<file path="src/rtl/nbl_pkg.sv">
package nbl_pkg;

    typedef enum logic [3:0] {
        ST_BOOT,
        ST_HDR,
        ST_ASTREAM,
        ST_WGAP,
        ST_WSET,
        ST_WPUL,
        ST_WHOLD,
        ST_ADV,
        ST_BURST,
        ST_DONE,
        ST_ERR
    } nbl_state_e;

    localparam logic [15:0] NBL_CMD_SETUP   = 16'h0060;
    localparam logic [15:0] NBL_CMD_CONFIRM = 16'h0003;
    localparam int          NBL_DIV_W       = 3;

endpackage

</file>
<file path="src/rtl/nbl_hdr_decode.sv">
module nbl_hdr_decode #(
    parameter logic [15:0] SYNC_WORD = 16'h3C96,
    parameter logic [15:0] END_WORD  = 16'hE0F0,
    parameter logic [7:0]  CLK_TAG   = 8'hC5
) (
    input  logic [15:0] word_i,
    output logic        is_sync_o,
    output logic        is_end_o,
    output logic        is_clk_o,
    output logic [1:0]  sel_o
);
    always_comb begin
        is_sync_o = (word_i == SYNC_WORD);
        is_end_o  = (word_i == END_WORD);
        is_clk_o  = (word_i[15:8] == CLK_TAG);
        sel_o     = word_i[1:0];
    end
endmodule

</file>
<file path="src/rtl/nbl_burst_strobe.sv">
module nbl_burst_strobe
    import nbl_pkg::*;
(
    input  logic       clk,
    input  logic       rst_n,
    input  logic       run_i,
    input  logic [1:0] ratio_sel_i,
    output logic       tick_o
);
    logic [NBL_DIV_W-1:0] cnt_d, cnt_q, mask;

    always_comb begin
        mask   = NBL_DIV_W'((4'd1 << ratio_sel_i) - 4'd1);
        cnt_d  = run_i ? ((cnt_q + NBL_DIV_W'(1)) & mask) : '0;
        tick_o = run_i && (cnt_q == '0);
    end

    always_ff @(posedge clk or negedge rst_n) begin
        if (!rst_n) cnt_q <= '0;
        else        cnt_q <= cnt_d;
    end
endmodule

</file>
<file path="src/rtl/nbl_addr_gen.sv">
module nbl_addr_gen #(
    parameter int ADDR_W     = 26,
    parameter int REV_EN     = 1,
    parameter int START_ADDR = 0
) (
    input  logic              clk,
    input  logic              rst_n,
    input  logic              load_i,
    input  logic              step_i,
    input  logic [1:0]        rev_i,
    output logic [ADDR_W-1:0] addr_o
);
    localparam int LOW_W = (REV_EN != 0) ? ADDR_W - 2 : ADDR_W;

    logic [LOW_W-1:0] low_d, low_q;

    always_comb begin
        if (load_i)      low_d = LOW_W'(START_ADDR);
        else if (step_i) low_d = low_q + LOW_W'(1);
        else             low_d = low_q;
    end

    always_ff @(posedge clk or negedge rst_n) begin
        if (!rst_n) low_q <= LOW_W'(START_ADDR);
        else        low_q <= low_d;
    end

    generate
        if (REV_EN != 0) begin : g_rev
            logic [1:0] rev_q;
            always_ff @(posedge clk or negedge rst_n) begin
                if (!rst_n)      rev_q <= 2'b00;
                else if (load_i) rev_q <= rev_i;
            end
            assign addr_o = {rev_q, low_q};
        end else begin : g_flat
            logic [1:0] unused_rev;
            assign unused_rev = rev_i;
            assign addr_o     = low_q;
        end
    endgenerate
endmodule

</file>
<file path="src/rtl/nor_boot_loader.sv">
module nor_boot_loader
    import nbl_pkg::*;
#(
    parameter int          ADDR_W      = 26,
    parameter bit          REV_EN      = 1'b1,
    parameter int          START_ADDR  = 0,
    parameter int          ACC_CYC     = 4,
    parameter int          WE_PULSE    = 3,
    parameter int          SYNC_LAT    = 5,
    parameter logic [15:0] RCR_VALUE   = 16'h1B47,
    parameter int          IMAGE_WORDS = 1048576,
    parameter int          HDR_LIMIT   = 64,
    parameter logic [1:0]  INT_SEL     = 2'd3,
    parameter logic [15:0] SYNC_WORD   = 16'h3C96,
    parameter logic [15:0] END_WORD    = 16'hE0F0,
    parameter logic [7:0]  CLK_TAG     = 8'hC5
) (
    input  logic              clk,
    input  logic              rst_n,
    input  logic [1:0]        rev_sel_i,
    input  logic [15:0]       flash_dq_i,
    output logic [ADDR_W-1:0] flash_addr_o,
    output logic [15:0]       flash_dq_o,
    output logic              flash_dq_oe_o,
    output logic              flash_ce_n_o,
    output logic              flash_oe_n_o,
    output logic              flash_we_n_o,
    output logic              flash_adv_n_o,
    output logic              flash_clk_o,
    output logic              word_valid_o,
    output logic [15:0]       word_data_o,
    output logic              done_o,
    output logic              error_o,
    output logic              fallback_o
);
    localparam int CNT_MAX = (ACC_CYC > WE_PULSE) ? ACC_CYC : WE_PULSE;
    localparam int CNT_W   = $clog2(CNT_MAX + 1);
    localparam int HDR_W   = $clog2(HDR_LIMIT + 1);
    localparam int WORD_W  = $clog2(IMAGE_WORDS + 1);
    localparam int LAT_W   = $clog2(SYNC_LAT + 1);

    typedef struct packed {
        nbl_state_e      st;
        logic [CNT_W-1:0] cnt;
        logic [HDR_W-1:0] hdr;
        logic [WORD_W-1:0] words;
        logic [LAT_W-1:0] lat;
        logic [1:0]       wr_idx;
        logic             sync_seen;
        logic [1:0]       sel;
        logic [1:0]       rev;
        logic             fb;
        logic             vld;
        logic [15:0]      data;
    } ctl_t;

    ctl_t d, q;

    logic              addr_load, addr_step;
    logic [ADDR_W-1:0] addr_raw;
    logic              tick;
    logic              dec_sync, dec_end, dec_clk;
    logic [1:0]        dec_sel;

    nbl_hdr_decode #(
        .SYNC_WORD (SYNC_WORD),
        .END_WORD  (END_WORD),
        .CLK_TAG   (CLK_TAG)
    ) u_dec (
        .word_i    (flash_dq_i),
        .is_sync_o (dec_sync),
        .is_end_o  (dec_end),
        .is_clk_o  (dec_clk),
        .sel_o     (dec_sel)
    );

    nbl_addr_gen #(
        .ADDR_W     (ADDR_W),
        .REV_EN     (REV_EN ? 1 : 0),
        .START_ADDR (START_ADDR)
    ) u_addr (
        .clk    (clk),
        .rst_n  (rst_n),
        .load_i (addr_load),
        .step_i (addr_step),
        .rev_i  (d.rev),
        .addr_o (addr_raw)
    );

    nbl_burst_strobe u_strobe (
        .clk         (clk),
        .rst_n       (rst_n),
        .run_i       (q.st == ST_BURST),
        .ratio_sel_i (q.sel),
        .tick_o      (tick)
    );

    // next-state computation
    always_comb begin
        d         = q;
        d.vld     = 1'b0;
        addr_load = 1'b0;
        addr_step = 1'b0;
        case (q.st)
            ST_BOOT: begin
                d.rev     = REV_EN ? rev_sel_i : 2'b00;
                d.cnt     = '0;
                addr_load = 1'b1;
                d.st      = ST_HDR;
            end
            ST_HDR: begin
                if (q.cnt == CNT_W'(ACC_CYC - 1)) begin
                    d.cnt     = '0;
                    addr_step = 1'b1;
                    d.hdr     = q.hdr + HDR_W'(1);
                    if (dec_sync) d.sync_seen = 1'b1;
                    if (dec_clk)  d.sel = dec_sel;
                    if (dec_end) begin
                        if (q.sync_seen) begin
                            d.wr_idx = 2'd0;
                            d.st     = ST_WGAP;
                        end else begin
                            addr_load = 1'b1;
                            d.st      = ST_ASTREAM;
                        end
                    end else if (q.hdr == HDR_W'(HDR_LIMIT - 1)) begin
                        if (REV_EN && !q.fb) begin
                            d.fb        = 1'b1;
                            d.rev       = 2'b00;
                            d.hdr       = '0;
                            d.sync_seen = 1'b0;
                            d.sel       = INT_SEL;
                            addr_load   = 1'b1;
                            d.st        = ST_HDR;
                        end else begin
                            d.st = ST_ERR;
                        end
                    end
                end else begin
                    d.cnt = q.cnt + CNT_W'(1);
                end
            end
            ST_ASTREAM: begin
                if (q.cnt == CNT_W'(ACC_CYC - 1)) begin
                    d.cnt     = '0;
                    addr_step = 1'b1;
                    d.vld     = 1'b1;
                    d.data    = flash_dq_i;
                    d.words   = q.words + WORD_W'(1);
                    if (q.words == WORD_W'(IMAGE_WORDS - 1)) d.st = ST_DONE;
                end else begin
                    d.cnt = q.cnt + CNT_W'(1);
                end
            end
            ST_WGAP: begin
                if (q.wr_idx == 2'd2) begin
                    addr_load = 1'b1;
                    d.st      = ST_ADV;
                end else begin
                    d.st = ST_WSET;
                end
            end
            ST_WSET: begin
                d.cnt = '0;
                d.st  = ST_WPUL;
            end
            ST_WPUL: begin
                if (q.cnt == CNT_W'(WE_PULSE - 1)) begin
                    d.cnt = '0;
                    d.st  = ST_WHOLD;
                end else begin
                    d.cnt = q.cnt + CNT_W'(1);
                end
            end
            ST_WHOLD: begin
                d.wr_idx = q.wr_idx + 2'd1;
                d.st     = ST_WGAP;
            end
            ST_ADV: begin
                d.lat = '0;
                d.st  = ST_BURST;
            end
            ST_BURST: begin
                if (tick) begin
                    if (q.lat < LAT_W'(SYNC_LAT)) begin
                        d.lat = q.lat + LAT_W'(1);
                    end else begin
                        d.vld   = 1'b1;
                        d.data  = flash_dq_i;
                        d.words = q.words + WORD_W'(1);
                        if (q.words == WORD_W'(IMAGE_WORDS - 1)) d.st = ST_DONE;
                    end
                end
            end
            default: ;
        endcase
    end

    always_ff @(posedge clk or negedge rst_n) begin
        if (!rst_n) begin
            q     <= '0;
            q.st  <= ST_BOOT;
            q.sel <= INT_SEL;
        end else begin
            q <= d;
        end
    end

    // flash-side pin decode
    always_comb begin
        flash_ce_n_o  = 1'b1;
        flash_oe_n_o  = 1'b1;
        flash_we_n_o  = 1'b1;
        flash_adv_n_o = 1'b1;
        flash_dq_oe_o = 1'b0;
        flash_dq_o    = 16'h0000;
        flash_addr_o  = addr_raw;
        case (q.st)
            ST_HDR, ST_ASTREAM, ST_ADV: begin
                flash_ce_n_o  = 1'b0;
                flash_oe_n_o  = 1'b0;
                flash_adv_n_o = 1'b0;
            end
            ST_WSET, ST_WPUL, ST_WHOLD: begin
                flash_ce_n_o  = 1'b0;
                flash_we_n_o  = (q.st != ST_WPUL);
                flash_dq_oe_o = 1'b1;
                flash_dq_o    = (q.wr_idx == 2'd0) ? NBL_CMD_SETUP : NBL_CMD_CONFIRM;
                flash_addr_o  = {addr_raw[ADDR_W-1:16], RCR_VALUE};
            end
            ST_BURST: begin
                flash_ce_n_o = 1'b0;
                flash_oe_n_o = 1'b0;
            end
            default: ;
        endcase
    end

    assign flash_clk_o  = tick;
    assign word_valid_o = q.vld;
    assign word_data_o  = q.data;
    assign done_o       = (q.st == ST_DONE);
    assign error_o      = (q.st == ST_ERR);
    assign fallback_o   = q.fb;

endmodule

</file>
<file path="config.mk">
export PLATFORM = sky130hd
export DESIGN_NAME = nor_boot_loader
export DESIGN_NICKNAME = d
export VERILOG_FILES = /design/src/rtl/nbl_pkg.sv /design/src/rtl/nbl_hdr_decode.sv /design/src/rtl/nbl_burst_strobe.sv /design/src/rtl/nbl_addr_gen.sv /design/src/rtl/nor_boot_loader.sv
export SDC_FILE = /design/constraint.sdc
export NUM_CORES = 1
export LEC_CHECK = 0
export ABC_AREA = 1
export BUFFER_PORTS_ARGS = -buffer_cell sky130_fd_sc_hd__buf_2
export CAP_MARGIN = 20
export CORE_MARGIN = 3
export CORE_UTILIZATION = 45
export DETAILED_ROUTE_END_ITERATION = 7
export GPL_TIMING_DRIVEN = 0
export PLACE_DENSITY = 0.76
export SYNTH_ARGS = -nofsm -noshare
export SYNTH_HDL_FRONTEND = slang
export SYNTH_HIERARCHICAL = 1
export SYNTH_SLANG_ARGS = --single-unit
</file>
<file path="constraint.sdc">
create_clock -name clk -period 2.73 [get_ports clk]
set_input_delay 0.4095 -clock clk [delete_from_list [all_inputs] [get_ports clk]]
set_output_delay 0.4095 -clock clk [all_outputs]
set_load 0.01 [all_outputs]
</file>
==> results_dict.tcl <==
set metrics [dict create \
    status "complete, no violations" \
    cts_max_path_buffers 2 \
    die_h_um 118 \
    seq_power_share_pct 36.6 \
    pwr-share-comb_pct 36.6 \
    synth_top_family_by_area "simple AND/OR/NAND/NOR gates" \
    critPathRequiredTime_ns 2.32 \
    end_kind "output pin" \
    synth_cell_types 39 \
    cts_tree "built" \
    worstHoldPathType "input port to asynchronous set/reset pin" \
    first_pass_iters 4 \
    hpwl_um 9010 \
    die_w_um 118 \
    antenna_found_initial 0 \
    drt_iter0_markers 294 \
    drive_gt1_share_pct 21.0 \
    wl_per_cell_um 11.3 \
    drc 0 \
    io_pins 88 \
    finalSetupViolations 0 \
    synth_compound_area_share_pct 4.72 \
    htreeDepth 3 \
    p_leak_uw 0.00338 \
    grt_pass1_vias 4540 \
    reg2reg_slack_ns 0.37 \
    cts_sinks 92 \
    post-cts-setup-buffers 0 \
    core_area_mm2 0.0122 \
    syn_to_final_growth_pct 17.2 \
    synthXorXnorAreaFrac_pct 2.79 \
    syn_inst 786 \
    synth_fa_ha_area_share_pct 2.66 \
    powerDensity_mw_per_mm2 739 \
    power_uw 4890 \
    synth_mux_area_share_pct 0 \
    p_switching_uw 1840 \
    critPathArrivalTime_ns 2.13 \
    syn-mean-instance-area_um2 7.18 \
    numCtsBuffers 9 \
    detail-route-antenna-nets 0 \
    worstSetupPathType "flop to output pin" \
    fmax_ghz 0.394 \
    slew_viol_final 0 \
    final.setup.tns_ns 0 \
    hold_buffers 0 \
    cp_max_fo 10 \
    diodes 0 \
    cts_repair_resize_count 0 \
    clock-root-buffer "clkbuf_16" \
    wirelength_um 12000 \
    port_buffers 75 \
    grt_usage_pct 17.7 \
    p_sw_share_pct 37.6 \
    cap_violations 0 \
    ys_ff_latch 92 \
    p_clk_share_pct 26.8 \
    clk_pin_slew_worst_paths_ns 0.07 \
    routed-via-count 4933 \
    grt_overflow_total 0 \
    p_int_uw 3050 \
    grt_max_degree 59 \
    ys_warn_count 6 \
    fin_skew_ns 0.00473 \
    layout_commonest_cell "nand2_1" \
    ys_seq_area_share_pct 40.8 \
    yosys.area_share.simple_pct 37.5 \
    die_area_mm2 0.0139 \
    vias_per_cell 4.67 \
    synthesis.area_mm2 0.00565 \
    num_rows 40 \
    nets 916 \
    grt_pass1_wl_um 20600 \
    final_cell_mix "nand2_1 (270), nor2_1 (105), dfrtp_1 (90)" \
    initial_core_util_pct 46.4 \
    gp_congestion 0.880 \
    hold_viol 0 \
    cp-start-kind "flop" \
    ir_worst_vdd_mv 0.378 \
    rsz0062_at_grt "false" \
    fill_cells 1201 \
    fin_crit_ns 2.54 \
    clkLatencyLatePin_ns 0.35 \
    fin_crit_sh_pct 93.1 \
]
-- cells by family after synthesis --
logic type | after synthesis
AOI/OAI and AO/OA | 48
and+or+nand+nor | 483
adders and majority gates | 12
xor gates and xnor gates | 18
other | 1
buffers and inverters | 132
DFF | 92
-- critical path: stages, from the launching register on --
cell and delay (ns):
dfrtp_1 0.47, inv_2 0.12, nand2_1 0.10, nor2_1 0.16
clkbuf_1 0.39, buf_2 0.34, nor2_1 0.07, buf_2 0.14
-- layer usage --
metal  vias to the layer above  track usage, %  part of all wire [%]
met3                        15            2.93                   4.0
met4                         0            7.25                   1.9
met5                         -               0                     0
li1                       2584               -                     -
met1                      2241            23.4                    47
met2                        93            28.9                    47
-- flip-flops by register name, summed over array words and instances (netlist names) --
signal              flops
word_valid_o            1
u_strobe/cnt_q          3
q                      45
u_addr/low_q           24
word_data_o            16
u_addr/g_rev.rev_q      2
fallback_o              1
-- final timing paths --
path	cells after the start	from	to
min in group clk	3	flash_dq_i[11]	word_data_o[11]
max in group asynchronous	2	rst_n	q[20]
worst min-delay path	1	rst_n	u_addr/low_q[19]
worst min register to register	2	u_addr/g_rev.rev_q[0]	u_addr/g_rev.rev_q[0]
worst max register to register	14	q[49]	u_addr/low_q[20]
worst max-delay path	7	q[62]	flash_ce_n_o
-- final cells by class --
type / instances / area (um^2) / area share (%)
well taps: 168 / 210 / 3.18
plain buffers: 42 / 310 / 4.69
repair buffers: 76 / 405 / 6.13
clock inverters: 5 / 58.8 / 0.889
multi-input cells: 573 / 2730 / 41.3
flip-flops and latches: 92 / 2300 / 34.8
clock buffers: 11 / 253 / 3.82
inverters: 90 / 338 / 5.11
-- through the flow --
step | instance area [um^2] | cells | worst slack (ns) | hold slack [ns] | utilization [%]
after floorplan | 5690 | 797 | 0.740 | 0.114 | -
after global placement | 6270 | 1040 | 0.219 | 0.451 | 51.6
after detailed placement | 6300 | 1041 | 0.201 | 0.398 | 51.8
after CTS | 6610 | 1057 | 0.188 | 0.0204 | 54.4
after global routing | 6610 | 1057 | 0.0347 | 0.0406 | 54.4
final | 6610 | 1057 | 0.189 | 0.00304 | 54.4
-- cell usage after synthesis --
master,instances,area [um^2]
a41oi_1,1,8.76
buf_4,32,240
nand3b_1,1,7.51
o21a_1,1,7.51
dfstp_2,2,52.6
inv_1,81,304
nor2_8,1,20.0
nand2_1,270,1010
o21ai_1,6,30.0
o21bai_1,2,15.0
or2_2,8,50.1
nor3_1,5,25.0
buf_8,1,15.0
nand2_4,3,33.8
nor2_2,10,62.6
a21boi_1,1,7.51
xnor2_1,13,114
a21oi_1,14,70.1
buf_2,5,25.0
nand3_2,3,30.0
ha_1,12,150
xor2_1,5,43.8
nor2_4,10,113
o22ai_1,2,12.5
dfrtp_1,90,2250
nor2_1,105,394
conb_1,1,3.75
inv_2,8,30.0
clkbuf_1,2,7.51
nor3b_1,1,7.51
nand3_1,47,235
clkinv_1,1,3.75
o21ai_0,19,95.1
a21boi_2,1,11.3
nand4_1,10,62.6
nor3_2,1,10.0
nand2_2,8,50.1
buf_6,2,22.5
a2bb2oi_1,1,8.76
-- power groups by stage --
| stage | Sequential (uW) | Clock, uW | Combinational, uW |
|---|---|---|---|
| 3_3_place_gp | 1800 | 0 | 1750 |
| 6_report | 1790 | 1310 | 1790 |
| 5_1_grt | 1820 | 1400 | 2030 |
| 3_5_place_dp | 1810 | 0 | 1800 |
| 2_1_floorplan | 1780 | 0 | 1300 |
| 4_1_cts | 1790 | 1350 | 1800 |
Power figures use the tool's default switching activity.
